===== src/rtl/smb_pkg.sv =====
package smb_pkg;

    typedef enum logic [2:0] {
        ST_IDLE,
        ST_RX,
        ST_RX_ACK,
        ST_TX,
        ST_TX_ACK,
        ST_SKIP
    } bus_st_e;

    typedef enum logic [1:0] {
        PH_ADDR,
        PH_INDEX,
        PH_COUNT,
        PH_DATA
    } phase_e;

    typedef struct packed {
        logic scl_rise;
        logic scl_fall;
        logic start;
        logic stop;
        logic sda;
    } bus_ev_t;

    typedef struct packed {
        logic       en;
        logic [7:0] idx;
        logic [7:0] data;
    } wr_req_t;

    // strap code to rank: 0 low, 1 mid, 2 high (11 folds onto high)
    function automatic logic [1:0] lvl_rank(input logic [1:0] code);
        case (code)
            2'b00:   return 2'd0;
            2'b01:   return 2'd1;
            default: return 2'd2;
        endcase
    endfunction

    // 7-bit target address from the two straps
    function automatic logic [6:0] strap_addr(input logic [1:0] a1, input logic [1:0] a0);
        logic [7:0] wa;
        case ({lvl_rank(a1), lvl_rank(a0)})
            4'h0:    wa = 8'hD8;
            4'h1:    wa = 8'hDA;
            4'h2:    wa = 8'hDE;
            4'h4:    wa = 8'hC2;
            4'h5:    wa = 8'hC4;
            4'h6:    wa = 8'hC6;
            4'h8:    wa = 8'hCA;
            4'h9:    wa = 8'hCC;
            default: wa = 8'hCE;
        endcase
        return wa[7:1];
    endfunction

    // writable bits per index
    function automatic logic [7:0] reg_wmask(input int i);
        case (i)
            0:       return 8'h38;
            1, 2:    return 8'hFF;
            4:       return 8'h0E;
            7:       return 8'h1F;
            default: return 8'h00;
        endcase
    endfunction

    // reset value of the stored bits per index
    function automatic logic [7:0] reg_rst(input int i);
        case (i)
            0:       return 8'h38;
            1, 2:    return 8'hFF;
            7:       return 8'h08;
            default: return 8'h00;
        endcase
    endfunction

endpackage


===== src/rtl/smb_edge.sv =====
module smb_edge
    import smb_pkg::*;
#(
    parameter int SYNC = 2
) (
    input  logic    clk,
    input  logic    rst,
    input  logic    scl_i,
    input  logic    sda_i,
    output bus_ev_t ev
);
    logic [SYNC-1:0] scl_sh, sda_sh;
    logic            scl_d, sda_d;
    logic            scl_s, sda_s;

    assign scl_s = scl_sh[SYNC-1];
    assign sda_s = sda_sh[SYNC-1];

    always_ff @(posedge clk) begin
        if (rst) begin
            scl_sh <= '1;
            sda_sh <= '1;
            scl_d  <= 1'b1;
            sda_d  <= 1'b1;
        end else begin
            scl_sh <= {scl_sh[SYNC-2:0], scl_i};
            sda_sh <= {sda_sh[SYNC-2:0], sda_i};
            scl_d  <= scl_s;
            sda_d  <= sda_s;
        end
    end

    always_comb begin
        ev.scl_rise = scl_s & ~scl_d;
        ev.scl_fall = ~scl_s & scl_d;
        ev.start    = scl_s & scl_d & sda_d & ~sda_s;
        ev.stop     = scl_s & scl_d & ~sda_d & sda_s;
        ev.sda      = sda_s;
    end
endmodule


===== src/rtl/smb_regfile.sv =====
module smb_regfile
    import smb_pkg::*;
#(
    parameter int         NREG      = 9,
    parameter logic [3:0] VENDOR_ID = 4'h1,
    parameter logic [3:0] REV_ID    = 4'h3,
    parameter logic [7:0] DEV_ID    = 8'hDB
) (
    input  logic              clk,
    input  logic              rst,
    input  wr_req_t           wr,
    input  logic [7:0]        rd_idx,
    output logic [7:0]        rd_data,
    output logic [7:0]        cnt_o,
    input  logic [2:0]        mode_rb_i,
    input  logic [7:0]        pin_rb_i,
    output logic [8*NREG-1:0] cfg_q
);
    localparam int IW = $clog2(NREG);

    logic [NREG-1:0][7:0] store;
    logic [NREG-1:0][7:0] view;

    function automatic logic [7:0] view_of(input int i, input logic [7:0] s,
                                           input logic [2:0] m, input logic [7:0] p);
        case (i)
            0:       return (s & reg_wmask(0)) | {m[2:1], 5'b0, m[0]};
            3:       return p;
            5:       return {REV_ID, VENDOR_ID};
            6:       return DEV_ID;
            default: return s & reg_wmask(i);
        endcase
    endfunction

    always_ff @(posedge clk) begin
        if (rst) begin
            for (int i = 0; i < NREG; i++) store[i] <= reg_rst(i);
        end else if (wr.en && wr.idx < 8'(NREG)) begin
            store[wr.idx[IW-1:0]] <= (store[wr.idx[IW-1:0]] & ~reg_wmask(int'(wr.idx)))
                                   | (wr.data & reg_wmask(int'(wr.idx)));
        end
    end

    for (genvar g = 0; g < NREG; g++) begin : g_view
        assign view[g] = view_of(g, store[g], mode_rb_i, pin_rb_i);
    end

    assign cfg_q   = view;
    assign rd_data = (rd_idx < 8'(NREG)) ? view[rd_idx[IW-1:0]] : 8'h00;

    if (NREG > 7) begin : g_cnt
        assign cnt_o = {3'b000, store[7][4:0]};

        AST_COUNT_WRITE: assert property (@(posedge clk) disable iff (rst)
            $past(wr.en && wr.idx == 8'd7 && !rst) |-> cnt_o == {3'b000, $past(wr.data[4:0])});
        AST_RESET_DEFAULTS: assert property (@(posedge clk) disable iff (rst)
            $past(rst) |-> (cfg_q[15:8] == 8'hFF && cfg_q[23:16] == 8'hFF && cnt_o == 8'h08));
    end else begin : g_nocnt
        assign cnt_o = 8'h00;
    end

    AST_OOR_DISCARD: assert property (@(posedge clk) disable iff (rst)
        $past(wr.en && wr.idx >= 8'(NREG) && !rst) |-> $stable(store));
endmodule


===== src/rtl/smb_cfg_target.sv =====
module smb_cfg_target
    import smb_pkg::*;
#(
    parameter int         NREG        = 9,
    parameter int         SYNC_STAGES = 2,
    parameter logic [3:0] VENDOR_ID   = 4'h1,
    parameter logic [3:0] REV_ID      = 4'h3,
    parameter logic [7:0] DEV_ID      = 8'hDB
) (
    input  logic              clk,
    input  logic              rst,
    input  logic              scl_i,
    input  logic              sda_i,
    output logic              sda_oe,
    input  logic [1:0]        strap_a1,
    input  logic [1:0]        strap_a0,
    input  logic [2:0]        mode_rb_i,
    input  logic [7:0]        pin_rb_i,
    output logic [8*NREG-1:0] cfg_q
);
    bus_ev_t    ev;
    wr_req_t    wr;
    bus_st_e    st;
    phase_e     ph;
    logic [3:0] bcnt;
    logic [7:0] shreg, txb, idx, wrem;
    logic [7:0] rd_data, cnt_byte;
    logic       rd_mode, hack;
    logic [6:0] my_addr;
    logic       rx_ack;

    smb_edge #(.SYNC(SYNC_STAGES)) u_edge (
        .clk(clk), .rst(rst), .scl_i(scl_i), .sda_i(sda_i), .ev(ev)
    );

    smb_regfile #(.NREG(NREG), .VENDOR_ID(VENDOR_ID), .REV_ID(REV_ID), .DEV_ID(DEV_ID)) u_regs (
        .clk(clk), .rst(rst), .wr(wr), .rd_idx(idx), .rd_data(rd_data), .cnt_o(cnt_byte),
        .mode_rb_i(mode_rb_i), .pin_rb_i(pin_rb_i), .cfg_q(cfg_q)
    );

    assign my_addr = strap_addr(strap_a1, strap_a0);

    always_comb begin
        case (ph)
            PH_ADDR: rx_ack = (shreg[7:1] == my_addr);
            PH_DATA: rx_ack = (wrem != 8'd0);
            default: rx_ack = 1'b1;
        endcase
    end

    always_ff @(posedge clk) begin
        if (rst) begin
            st      <= ST_IDLE;
            ph      <= PH_ADDR;
            bcnt    <= '0;
            shreg   <= '0;
            txb     <= '0;
            idx     <= '0;
            wrem    <= '0;
            rd_mode <= 1'b0;
            hack    <= 1'b0;
            sda_oe  <= 1'b0;
            wr      <= '0;
        end else begin
            wr.en <= 1'b0;
            if (ev.stop) begin
                st     <= ST_IDLE;
                sda_oe <= 1'b0;
            end else if (ev.start) begin
                st      <= ST_RX;
                ph      <= PH_ADDR;
                bcnt    <= '0;
                rd_mode <= 1'b0;
                sda_oe  <= 1'b0;
            end else begin
                case (st)
                    ST_RX: begin
                        if (ev.scl_rise && bcnt < 4'd8) begin
                            shreg <= {shreg[6:0], ev.sda};
                            bcnt  <= bcnt + 4'd1;
                        end else if (ev.scl_fall && bcnt == 4'd8) begin
                            case (ph)
                                PH_ADDR: if (rx_ack) begin
                                    rd_mode <= shreg[0];
                                    ph      <= PH_INDEX;
                                end
                                PH_INDEX: begin
                                    idx <= shreg;
                                    ph  <= PH_COUNT;
                                end
                                PH_COUNT: begin
                                    wrem <= shreg;
                                    ph   <= PH_DATA;
                                end
                                default: if (rx_ack) begin
                                    wr   <= '{en: 1'b1, idx: idx, data: shreg};
                                    idx  <= idx + 8'd1;
                                    wrem <= wrem - 8'd1;
                                end
                            endcase
                            st     <= rx_ack ? ST_RX_ACK : ST_SKIP;
                            sda_oe <= rx_ack;
                        end
                    end
                    ST_RX_ACK: if (ev.scl_fall) begin
                        bcnt <= '0;
                        if (rd_mode) begin
                            st     <= ST_TX;
                            txb    <= cnt_byte;
                            sda_oe <= ~cnt_byte[7];
                        end else begin
                            st     <= ST_RX;
                            sda_oe <= 1'b0;
                        end
                    end
                    ST_TX: begin
                        if (ev.scl_rise) begin
                            bcnt <= bcnt + 4'd1;
                        end else if (ev.scl_fall) begin
                            if (bcnt == 4'd8) begin
                                sda_oe <= 1'b0;
                                st     <= ST_TX_ACK;
                            end else begin
                                txb    <= {txb[6:0], 1'b0};
                                sda_oe <= ~txb[6];
                            end
                        end
                    end
                    ST_TX_ACK: begin
                        if (ev.scl_rise) begin
                            hack <= ~ev.sda;
                        end else if (ev.scl_fall) begin
                            if (hack) begin
                                txb    <= rd_data;
                                sda_oe <= ~rd_data[7];
                                idx    <= idx + 8'd1;
                                bcnt   <= '0;
                                st     <= ST_TX;
                            end else begin
                                sda_oe <= 1'b0;
                                st     <= ST_SKIP;
                            end
                        end
                    end
                    default: ;
                endcase
            end
        end
    end

    AST_IDLE_RELEASED: assert property (@(posedge clk) disable iff (rst)
        (st == ST_IDLE) |-> !sda_oe);
    AST_SKIP_RELEASED: assert property (@(posedge clk) disable iff (rst)
        (st == ST_SKIP) |-> !sda_oe);
    AST_SDA_LOW_PHASE: assert property (@(posedge clk) disable iff (rst)
        (!$past(rst) && $changed(sda_oe)) |-> $past(ev.scl_fall || ev.start || ev.stop));
endmodule


===== config.mk =====
export PLATFORM = sky130hd
export DESIGN_NAME = smb_cfg_target
export DESIGN_NICKNAME = d
export VERILOG_FILES = /design/src/rtl/smb_pkg.sv /design/src/rtl/smb_edge.sv /design/src/rtl/smb_regfile.sv /design/src/rtl/smb_cfg_target.sv
export SDC_FILE = /design/constraint.sdc
export NUM_CORES = 1
export LEC_CHECK = 0
export BUFFER_PORTS_ARGS = -buffer_cell sky130_fd_sc_hd__buf_2
export CORE_ASPECT_RATIO = 1.5
export CORE_MARGIN = 3
export CORE_UTILIZATION = 42
export CTS_CLUSTER_SIZE = 25
export DETAILED_ROUTE_END_ITERATION = 8
export PLACE_DENSITY = 0.7
export SLEW_MARGIN = 40
export SYNTH_ARGS = -nofsm -noshare
export SYNTH_HDL_FRONTEND = slang
export SYNTH_SLANG_ARGS = --single-unit

===== constraint.sdc =====
create_clock -name clk -period 2.23 [get_ports clk]
set_clock_uncertainty 0.2 [all_clocks]
set_input_delay 0.223 -clock clk [delete_from_list [all_inputs] [get_ports clk]]
set_output_delay 0.223 -clock clk [all_outputs]
set_load 0.03 [all_outputs]

==> results.toml, run 1 <==
[detailed_routing]
wl_per_cell_um = 15.0
wl_mm = 14.3
ant_nets = 0
viasPerCell = 5.31
route.detailed.drc = 0
first_iter_violations = 249
drtPass1Iterations = 4
vias = 5081

[placement]
gp_congestion = 0.846
hpwl_mm = 10.4
post-place-ws_ns = -0.0542
placed_cell_area_sq_um = 6460
port-buffer-count = 57

[yosys]
syn_area_per_cell_sq_um = 8.54
synth.distinct_cells = 62
postSynthCellCount = 706
synth-edff-count = 0
syn-cell-area_sq_um = 6030
ys_warn_count = 0
async_flop_share = 0
synthFlopType = "dfxtp_1"
synth-seq-cells = 107
ys_seq_area_frac = 0.355

[clock_network]
cts_buffers = 9
clkSinkCount = 107
ctsHtreeMaxLevel = 3
clockBufferDepth = 2
cts_tree = "built"
insertion_delay_ns = 0.36
root_buffer = "clkbuf_16"
clkTransAtPathRegs_ns = 0.08

[die]
fp.coreArea_sq_um = 14100
die_w_um = 104
ios = 92
die_y_um = 153
start_util = 0.429
row_count = 53
die-area_sq_um = 15900

[power_and_ir_drop]
ir_drop_uv = 341
p_per_area_nw_per_um2 = 539
power.internal_w = 0.00276
p_seq_frac = 0.512
combPwrFrac = 0.065
clockPowerShare = 0.424
swShare = 0.263
p_leak_nw = 2.89
p_switching_w = 0.000984

[finish]
area_growth_pct = 15.4
num_antenna_cells = 0
fillers = 1359
post-route-util = 0.495
layout.nets = 792
drive_gt1_frac = 0.281
post-route-cell-area_sq_um = 6950

[sta]
fin_crit_sh = 1.00
worstMarginPinSlew_ns = 0.736
fin_ws_ns = -0.00746
finalHoldViolCount = 0
slew_headroom = 0.509
hold_ws_ns = 0.0311
min_period_ns = 2.24
setup_violations = 5
drv_slew = 0
grt_setup_unrepaired = "true"
fmax_mhz = 447

[critical_path]
critical_path_depth = 8
crit_path_top_delay_cell = "a2111oi_4"
critPathBufInv = 2
critPathTopFamily = "compound AO/OA/AOI/OAI gates"
cp.arrival_ns = 2.26
worstSetupEndpointType = "register"
reg2reg_depth = 8
cp-start-kind = "register"
path_max_fanout = 8
path_class = "register to register"
r2r-end = "wr[5]"
crit_path_max_incr_delay_ns = 0.45
worstPathRequired_ns = 2.25
startpoint = "ph[1]"
path_cells = "inv_2 -> ha_4 -> nand4b_1 -> a2111oi_4 -> a41oi_4 -> clkbuf_16 -> mux2i_1 -> nor2_1"
rr_startpoint = "ph[1]"
endpoint = "wr[5]"
r2r_slack_ns = -0.007

[grt]
antenna_found_initial = 0
grt-ovfl-total = 0
grt_pass1_wl_mm = 23.0
grt_usage = 0.175
grt_max_degree = 70
grt_pass1_vias = 4710

[outcome]
status = "finished, violations left"
violations = "setup timing"

[job]
cap_violations = 0

[min_path]
min_path_type = "input port to register"
cell usage in the layout, fill, tap and decap left out, types with 3 or more instances in the layout:
master       n
dfxtp_1    100
nor2_1      67
buf_4       65
buf_2       57
nand2_1     53
a21oi_1     46
conb_1      34
o211ai_1    23
o21ai_0     23
nand3_1     21
nor2b_1     19
mux2i_1     18
a211oi_1    17
inv_1       16
nor3_1      11
mux4_2      10
or2_2       10
ha_1        10
clkbuf_16   10
nand2b_1     9
o31ai_1      9
nor3b_1      6
a21bo_2      6
a22oi_1      6
mux2_2       5
nor4_1       5
dfxtp_2      5
o32ai_1      4
a222oi_1     4
a31oi_1      4
inv_2        3
xor2_1       3
o22a_1       3
xnor2_1      3
and2_1       3
and3_1       3
inv_6        3
synth_stat cells (10+ instances only):
cell      instances  area share
a211oi_1         17       0.021
a21oi_1          48       0.040
buf_4            72       0.090
clkbuf_1         33       0.021
dfxtp_1         107        0.36
ha_1             13       0.027
inv_1            21       0.013
mux2i_1          19       0.032
mux4_2           10       0.037
nand2_1          53       0.033
nand3_1          22       0.018
nor2_1           69       0.043
nor2b_1          20       0.021
nor3_1           13       0.011
o211ai_1         23       0.029
o21ai_0          23       0.019
o31ai_1          11       0.014
or2_2            10       0.010
stage by stage:
step,instances,total power [W],TNS [ns]
floorplan,738,0.00220,0
global placement,932,0.00220,-0.220
detailed placement,932,0.00220,-0.475
CTS,950,0.00379,0
global route,957,0.00387,-0.964
finish,957,0.00375,-0.0175
how the worst min path moves through the flow:
stage / start / to / slack [ns] / depth (start not counted)
5_1_grt: rst / bcnt[1] / 0.06 / 2
3_5_place_dp: u_edge.scl_sh[0] / u_edge.scl_sh[1] / 0.20 / 1
6_report: rst / bcnt[1] / 0.03 / 2
2_1_floorplan: scl_i / u_edge.scl_sh[0] / 0.13 / 1
3_3_place_gp: u_edge.scl_sh[0] / u_edge.scl_sh[1] / 0.20 / 1
4_1_cts: rst / bcnt[1] / 0.03 / 2
state kept, by name, summed over array words and instances (netlist names):
register,flops
u_regs.cfg_q,24
u_regs.store,17
wr,17
idx,8
shreg,8
wrem,8
txb,7
bcnt,4
st,3
ph,2
u_edge.scl_sh,2
u_edge.sda_sh,2
hack,1
rd_mode,1
sda_oe,1
u_edge.scl_d,1
u_edge.sda_d,1
routing by layer:
metal / part of all wire / global-route usage
met5: 0 / 0
met4: 0.035 / 0.0925
met3: 0.040 / 0.0276
met2: 0.51 / 0.308
met1: 0.42 / 0.203
cell type report:
class	count	area, sq um	area share
multi-input cells	494	3330	0.479
repair buffers	127	850	0.122
inverters	21	85.1	0.0122
clock buffers	9	225	0.0324
clock inverters	7	66.3	0.00954
well taps	192	240	0.0345
flip-flops and latches	107	2160	0.310
power groups by stage:
| stage | registers, W | clock network, W | logic, W |
|---|---|---|---|
| floorplan | 0.00197 | 0 | 0.000231 |
| global placement | 0.00196 | 0 | 0.000236 |
| detailed placement | 0.00196 | 0 | 0.000237 |
| CTS | 0.00192 | 0.00163 | 0.000240 |
| global route | 0.00192 | 0.00170 | 0.000259 |
| finish | 0.00192 | 0.00159 | 0.000243 |
cells by family after synthesis:
kind of cell             synth area share
AO/OA/AOI/OAI                       0.203
adder cells (fa/ha/maj)            0.0270
AND/OR/NAND/NOR                     0.193
XOR/XNOR                          0.00872
flip-flops                          0.355
buffers and inverters               0.133
other                             0.00125
multiplexers                       0.0783
timing repair:
action	4_1_cts	5_1_grt
hold buffers	2	0
setup endpoints to repair	0	43
buffers inserted	0	6
gates resized for setup	0	34
endpoints found under the hold margin	2	0
No activity file was read; power rests on OpenSTA's default activity.
==> run 2: changes to the inputs <==
--- a/config.mk
+++ b/config.mk
@@ -9,9 +9,10 @@
 export CORE_ASPECT_RATIO = 1.5
 export CORE_MARGIN = 3
 export CORE_UTILIZATION = 42
+export CTS_CLUSTER_DIAMETER = 60
 export CTS_CLUSTER_SIZE = 25
 export DETAILED_ROUTE_END_ITERATION = 8
-export PLACE_DENSITY = 0.7
+export PLACE_DENSITY = 0.68
 export SLEW_MARGIN = 40
 export SYNTH_ARGS = -nofsm -noshare
 export SYNTH_HDL_FRONTEND = slang
==> constraint.sdc (replaced) <==
create_clock -name clk -period 2.8 [get_ports clk]
set_clock_uncertainty 0.2 [all_clocks]
set_input_delay 0.28 -clock clk [delete_from_list [all_inputs] [get_ports clk]]
set_output_delay 0.28 -clock clk [all_outputs]
set_load 0.03 [all_outputs]
==> run 2 against run 1 <==
Net effect:
- sequential share of layout area grew 2.0 points
- critical path type unchanged
- the flow now finishes without violations
- die area unchanged
- maximum frequency decreased by 11%
==> results.toml, run 2 (synthesis gave the netlist of run 1 again) <==
[outcome]
status = "completed"

[finish]
area_growth_pct = 7.66
num_antenna_cells = 0
fillers = 1398
post-route-util = 0.461
drive_gt1_frac = 0.199
final_common_cell = "dfxtp_1"
final_cell_mix = "dfxtp_1 (107), nor2_1 (69), buf_2 (57)"
area.sequential_sq_um = 2140
multi_input_area_sq_um = 3200
layout.nets = 754
largest_reg_flops = 24

[detailed_routing]
viasPerCell = 5.33
vias = 4899
drtPass1Iterations = 5
ant_nets = 0
wl_mm = 13.5
wl_per_cell_um = 14.6
first_iter_violations = 208
route.detailed.drc = 0

[sta]
min_period_ns = 2.51
finalHoldViolCount = 0
fmax_mhz = 398
drv_slew = 0
grt_setup_unrepaired = "false"
fin_crit_sh = 0.898
worstMarginPinSlew_ns = 0.720
setup_violations = 0
slew_headroom = 0.520
fin_ws_ns = 0.285
setup_tns_ns = 0

[grt]
grt_pass1_vias = 4500
grt_max_degree = 69
grt_usage = 0.167
antenna_found_initial = 0
grt-ovfl-total = 0
grt_pass1_wl_mm = 22.3

[clock_network]
insertion_delay_ns = 0.35
cts-resized-gates = 0
clockBufferDepth = 2
root_buffer = "clkbuf_16"
clkTransAtPathRegs_ns = 0.08
cts_buffers = 9
clkSinkCount = 107
ctsHtreeMaxLevel = 3
cts_tree = "built"

[critical_path]
crit_path_max_incr_delay_ns = 0.44
cp-start-kind = "register"
rr_startpoint = "ph[0]"
crit_path_frequent_cell = "nor2_1"
critPathTopFamily = "flip-flops"
path_class = "register to register"
cp.arrival_ns = 2.52
critPathBufInv = 2
worstSetupEndpointType = "register"
path_max_fanout = 16
reg2reg_depth = 9
r2r-end = "wr[2]"
worstPathRequired_ns = 2.80
path_cells = "inv_1 -> ha_1 -> nor2_1 -> a31oi_1 -> and3_1 -> a41oi_4 -> buf_4 -> mux2i_1 -> nor2_1"
crit_path_top_delay_cell = "dfxtp_1"
r2r_slack_ns = 0.29

[placement]
gp_congestion = 0.820
post-place-ws_ns = 0.304
port-buffer-count = 57
hpwl_mm = 10.0

[die]
row_count = 53
die_y_um = 153
start_util = 0.429
fp.coreArea_sq_um = 14100
die_w_um = 104
die-area_sq_um = 15900
ios = 92

[power_and_ir_drop]
p_per_area_nw_per_um2 = 456
p_leak_nw = 2.68
ir_drop_uv = 225
finalPower_w = 0.00296

[min_path]
min_from = "rst"
min_to = "wrem[1]"
min_path_type = "input port to register"
hold_path_depth = 2

[job]
cap_violations = 0
==> run 2: cell types whose count changed in the layout (fill, tap and decap cells not counted), sizes merged <==
cell      previous run  this run
buf                124        87
clkbuf              10         9
clkinv               2         3
clkinvlp             1         0
==> run 2: repair_timing <==
| action | in CTS | in global routing |
|---|---|---|
| endpoints found under the hold margin | 2 | 0 |
| hold buffers | 2 | 0 |
| buffers inserted | 0 | 0 |
==> run 2: worst max path at each step <==
stage	startpoint	endpoint	cells after the start
floorplan	ph[0]	wr[0]	9
global placement	ph[0]	wr[14]	9
detailed placement	ph[0]	wr[8]	9
CTS	ph[0]	wr[2]	9
global route	ph[0]	wr[4]	9
finish	ph[0]	wr[2]	9
==> run 2: area by class of cell <==
class                      count  share of cell area
clock buffer                   9              0.0347
clock inverter                 7              0.0104
inverter                      21              0.0122
multi-input combinational    494               0.494
sequential                   107               0.330
tap                          192              0.0370
timing repair buffer          89              0.0818
==> run 2: metrics by stage <==
stage | std cells | hold slack (ns) | cell area [sq um]
6_report | 919 | 0.0867 | 6490
5_1_grt | 919 | 0.116 | 6490
4_1_cts | 919 | 0.0952 | 6490
3_5_place_dp | 901 | 0.193 | 6170
3_3_place_gp | 901 | 0.197 | 6170
2_1_floorplan | 738 | 0.184 | 6150
==> run 2: power by group <==
part | leakage, nW | switching [W] | total [W] | internal (W)
clock | 0.145 | 0.000618 | 0.00125 | 0.000628
combinational | 1.67 | 0.000139 | 0.000178 | 0.0000387
sequential | 0.864 | 0.00000680 | 0.00153 | 0.00153
total | 2.68 | 0.000764 | 0.00296 | 0.00219
==> run 2: layer usage <==
metal  vias to the layer above  track usage  share of wire
li1                       2447            -              -
met1                      2292        0.203           0.43
met2                       138        0.298           0.50
met3                        22       0.0237          0.045
met4                         0       0.0646          0.021
met5                         -            0              0
==> run 3: changes to the inputs <==
--- a/config.mk
+++ b/config.mk
@@ -13,6 +13,7 @@
 export CTS_CLUSTER_SIZE = 25
 export DETAILED_ROUTE_END_ITERATION = 8
 export PLACE_DENSITY = 0.68
+export RECOVER_POWER = 100
 export SLEW_MARGIN = 40
 export SYNTH_ARGS = -nofsm -noshare
 export SYNTH_HDL_FRONTEND = slang
==> run 3 against run 2 <==
Net effect:
- final area down 1.1%
- die area unchanged
- largest cell class unchanged
- combinational power down 2%
- cell count unchanged
- clock power about the same
- sequential power about the same
- critical endpoint unchanged
==> results.toml, run 3 (synthesis gave the netlist of run 1 again) <==
[finish]
post-route-util = 0.456
drive_gt1_frac = 0.139
largest_reg_flops = 24
final_cell_mix = "dfxtp_1 (107), nor2_1 (69), nand2_1 (53)"
area_growth_pct = 6.48
layout.nets = 754
num_antenna_cells = 0
final_common_cell = "dfxtp_1"

[detailed_routing]
ant_nets = 0
first_iter_violations = 230
wl_per_cell_um = 14.8
wl_met3_um = 632
vias = 4914
wl_met1_mm = 5.81
drtPass1Iterations = 5
viasPerCell = 5.35
wl_met2_mm = 6.81
top_layer = "met4"
route.detailed.drc = 0
wl_mm = 13.6

[grt]
grt_max_degree = 69
antenna_found_initial = 0
grt_pass1_vias = 4500
grt-ovfl-total = 0
grt_usage = 0.167
grt_pass1_wl_mm = 22.3

[power_and_ir_drop]
combPwrFrac = 0.059
ir_drop_uv = 225
swShare = 0.259
p_seq_frac = 0.519
p_per_area_nw_per_um2 = 460
power.internal_w = 0.00219
p_switching_w = 0.000767
p_leak_nw = 2.58
clockPowerShare = 0.422

[die]
start_util = 0.429
die_w_um = 104
fp.coreArea_sq_um = 14100
die-area_sq_um = 15900
ios = 92
die_y_um = 153
row_count = 53

[clock_network]
cts_buffers = 9
root_buffer = "clkbuf_16"
ctsHtreeMaxLevel = 3
post-cts-setup-buffers = 0
cts_tree = "built"
clkSinkCount = 107
clkTransAtPathRegs_ns = 0.07
insertion_delay_ns = 0.35
clockBufferDepth = 2

[placement]
post-place-ws_ns = 0.304
hpwl_mm = 10.0
gp_congestion = 0.820
port-buffer-count = 57

[sta]
fin_ws_ns = 0.259
drv_slew = 0
setup_violations = 0
fmax_mhz = 393
fin_crit_sh = 0.908
min_period_ns = 2.54
finalHoldViolCount = 0
slew_headroom = 0.0621
grt_setup_unrepaired = "false"
worstMarginPinSlew_ns = 1.41
setup_tns_ns = 0

[critical_path]
worstSetupEndpointType = "register"
cp.arrival_ns = 2.51
path_max_fanout = 16
crit_path_frequent_cell = "nor2_1"
crit_path_max_incr_delay_ns = 0.44
worstPathRequired_ns = 2.77
startpoint = "ph[0]"
crit_path_top_delay_cell = "dfxtp_1"
rr_startpoint = "ph[0]"
path_cells = "inv_1 -> ha_1 -> nor2_1 -> a31oi_1 -> and3_1 -> a41oi_4 -> buf_4 -> mux2i_1 -> nor2_1"
cp-start-kind = "register"
path_class = "register to register"

[job]
cap_violations = 0

[outcome]
status = "completed"

[min_path]
min_path_type = "register to register"
min_from = "u_edge.scl_sh[0]"
==> run 3: changes by cell type in the layout (fill, tap and decap cells not counted) <==
cell      change
buf_2        -40
a21bo_1       +1
a221oi_1      +1
a221oi_2      -1
buf_4         -5
clkbuf_1     +42
o21ai_0       +1
o21ai_1       -1
a21bo_2       -1
clkbuf_2      +3
==> run 3: per-stage QoR <==
step / instances / total power (W) / hold WS [ns] / cell area [sq um]
after floorplan: 738 / 0.00175 / 0.184 / 6150
after global placement: 901 / 0.00174 / 0.197 / 6170
after detailed placement: 901 / 0.00174 / 0.193 / 6170
after CTS: 919 / 0.00298 / 0.0952 / 6490
after global routing: 919 / 0.00305 / 0.232 / 6420
final: 919 / 0.00295 / 0.212 / 6420
==> run 3: timing repair <==
action,4_1_cts,5_1_grt
endpoints found under the hold margin,2,0
hold buffers,2,0
gates resized for setup,0,0
==> run 3: worst paths after layout <==
check             slack [ns]  cells after the start                to
setup / recovery        0.26                      9             wr[2]
hold / removal          0.21                      1  u_edge.scl_sh[1]
setup reg to reg        0.26                      9             wr[2]
hold reg to reg         0.21                      1  u_edge.scl_sh[1]
==> run 3: area by class of cell <==
type	instances	area [sq um]
fill	1419	7640
multi-input combinational	494	3200
sequential	107	2140
timing repair buffer	89	465
tap	192	240
clock buffer	9	225
inverter	21	78.8
clock inverter	7	67.6
==> run 3: power groups by stage <==
stage / combinational [W] / sequential (W) / clock [W]
3_5_place_dp: 0.000174 / 0.00157 / 0
3_3_place_gp: 0.000175 / 0.00157 / 0
5_1_grt: 0.000186 / 0.00153 / 0.00133
4_1_cts: 0.000177 / 0.00153 / 0.00128
2_1_floorplan: 0.000184 / 0.00157 / 0
6_report: 0.000174 / 0.00153 / 0.00125
==> run 3: per-layer routing <==
| metal | GRT usage | up-vias |
|---|---|---|
| met5 | 0 | - |
| met4 | 0.0646 | 0 |
| met3 | 0.0237 | 25 |
| met2 | 0.298 | 144 |
| met1 | 0.203 | 2295 |
| li1 | - | 2450 |
==> run 3: critical path, delay by kind of cell, from the launching register on <==
| family | cells | cell delay (ns) |
|---|---|---|
| DFF | 1 | 0.44 |
| muxes | 1 | 0.22 |
| and+or+nand+nor | 3 | 0.44 |
| adders and majority gates | 1 | 0.35 |
| AOI/OAI and AO/OA | 2 | 0.31 |
| buffers and inverters | 2 | 0.40 |
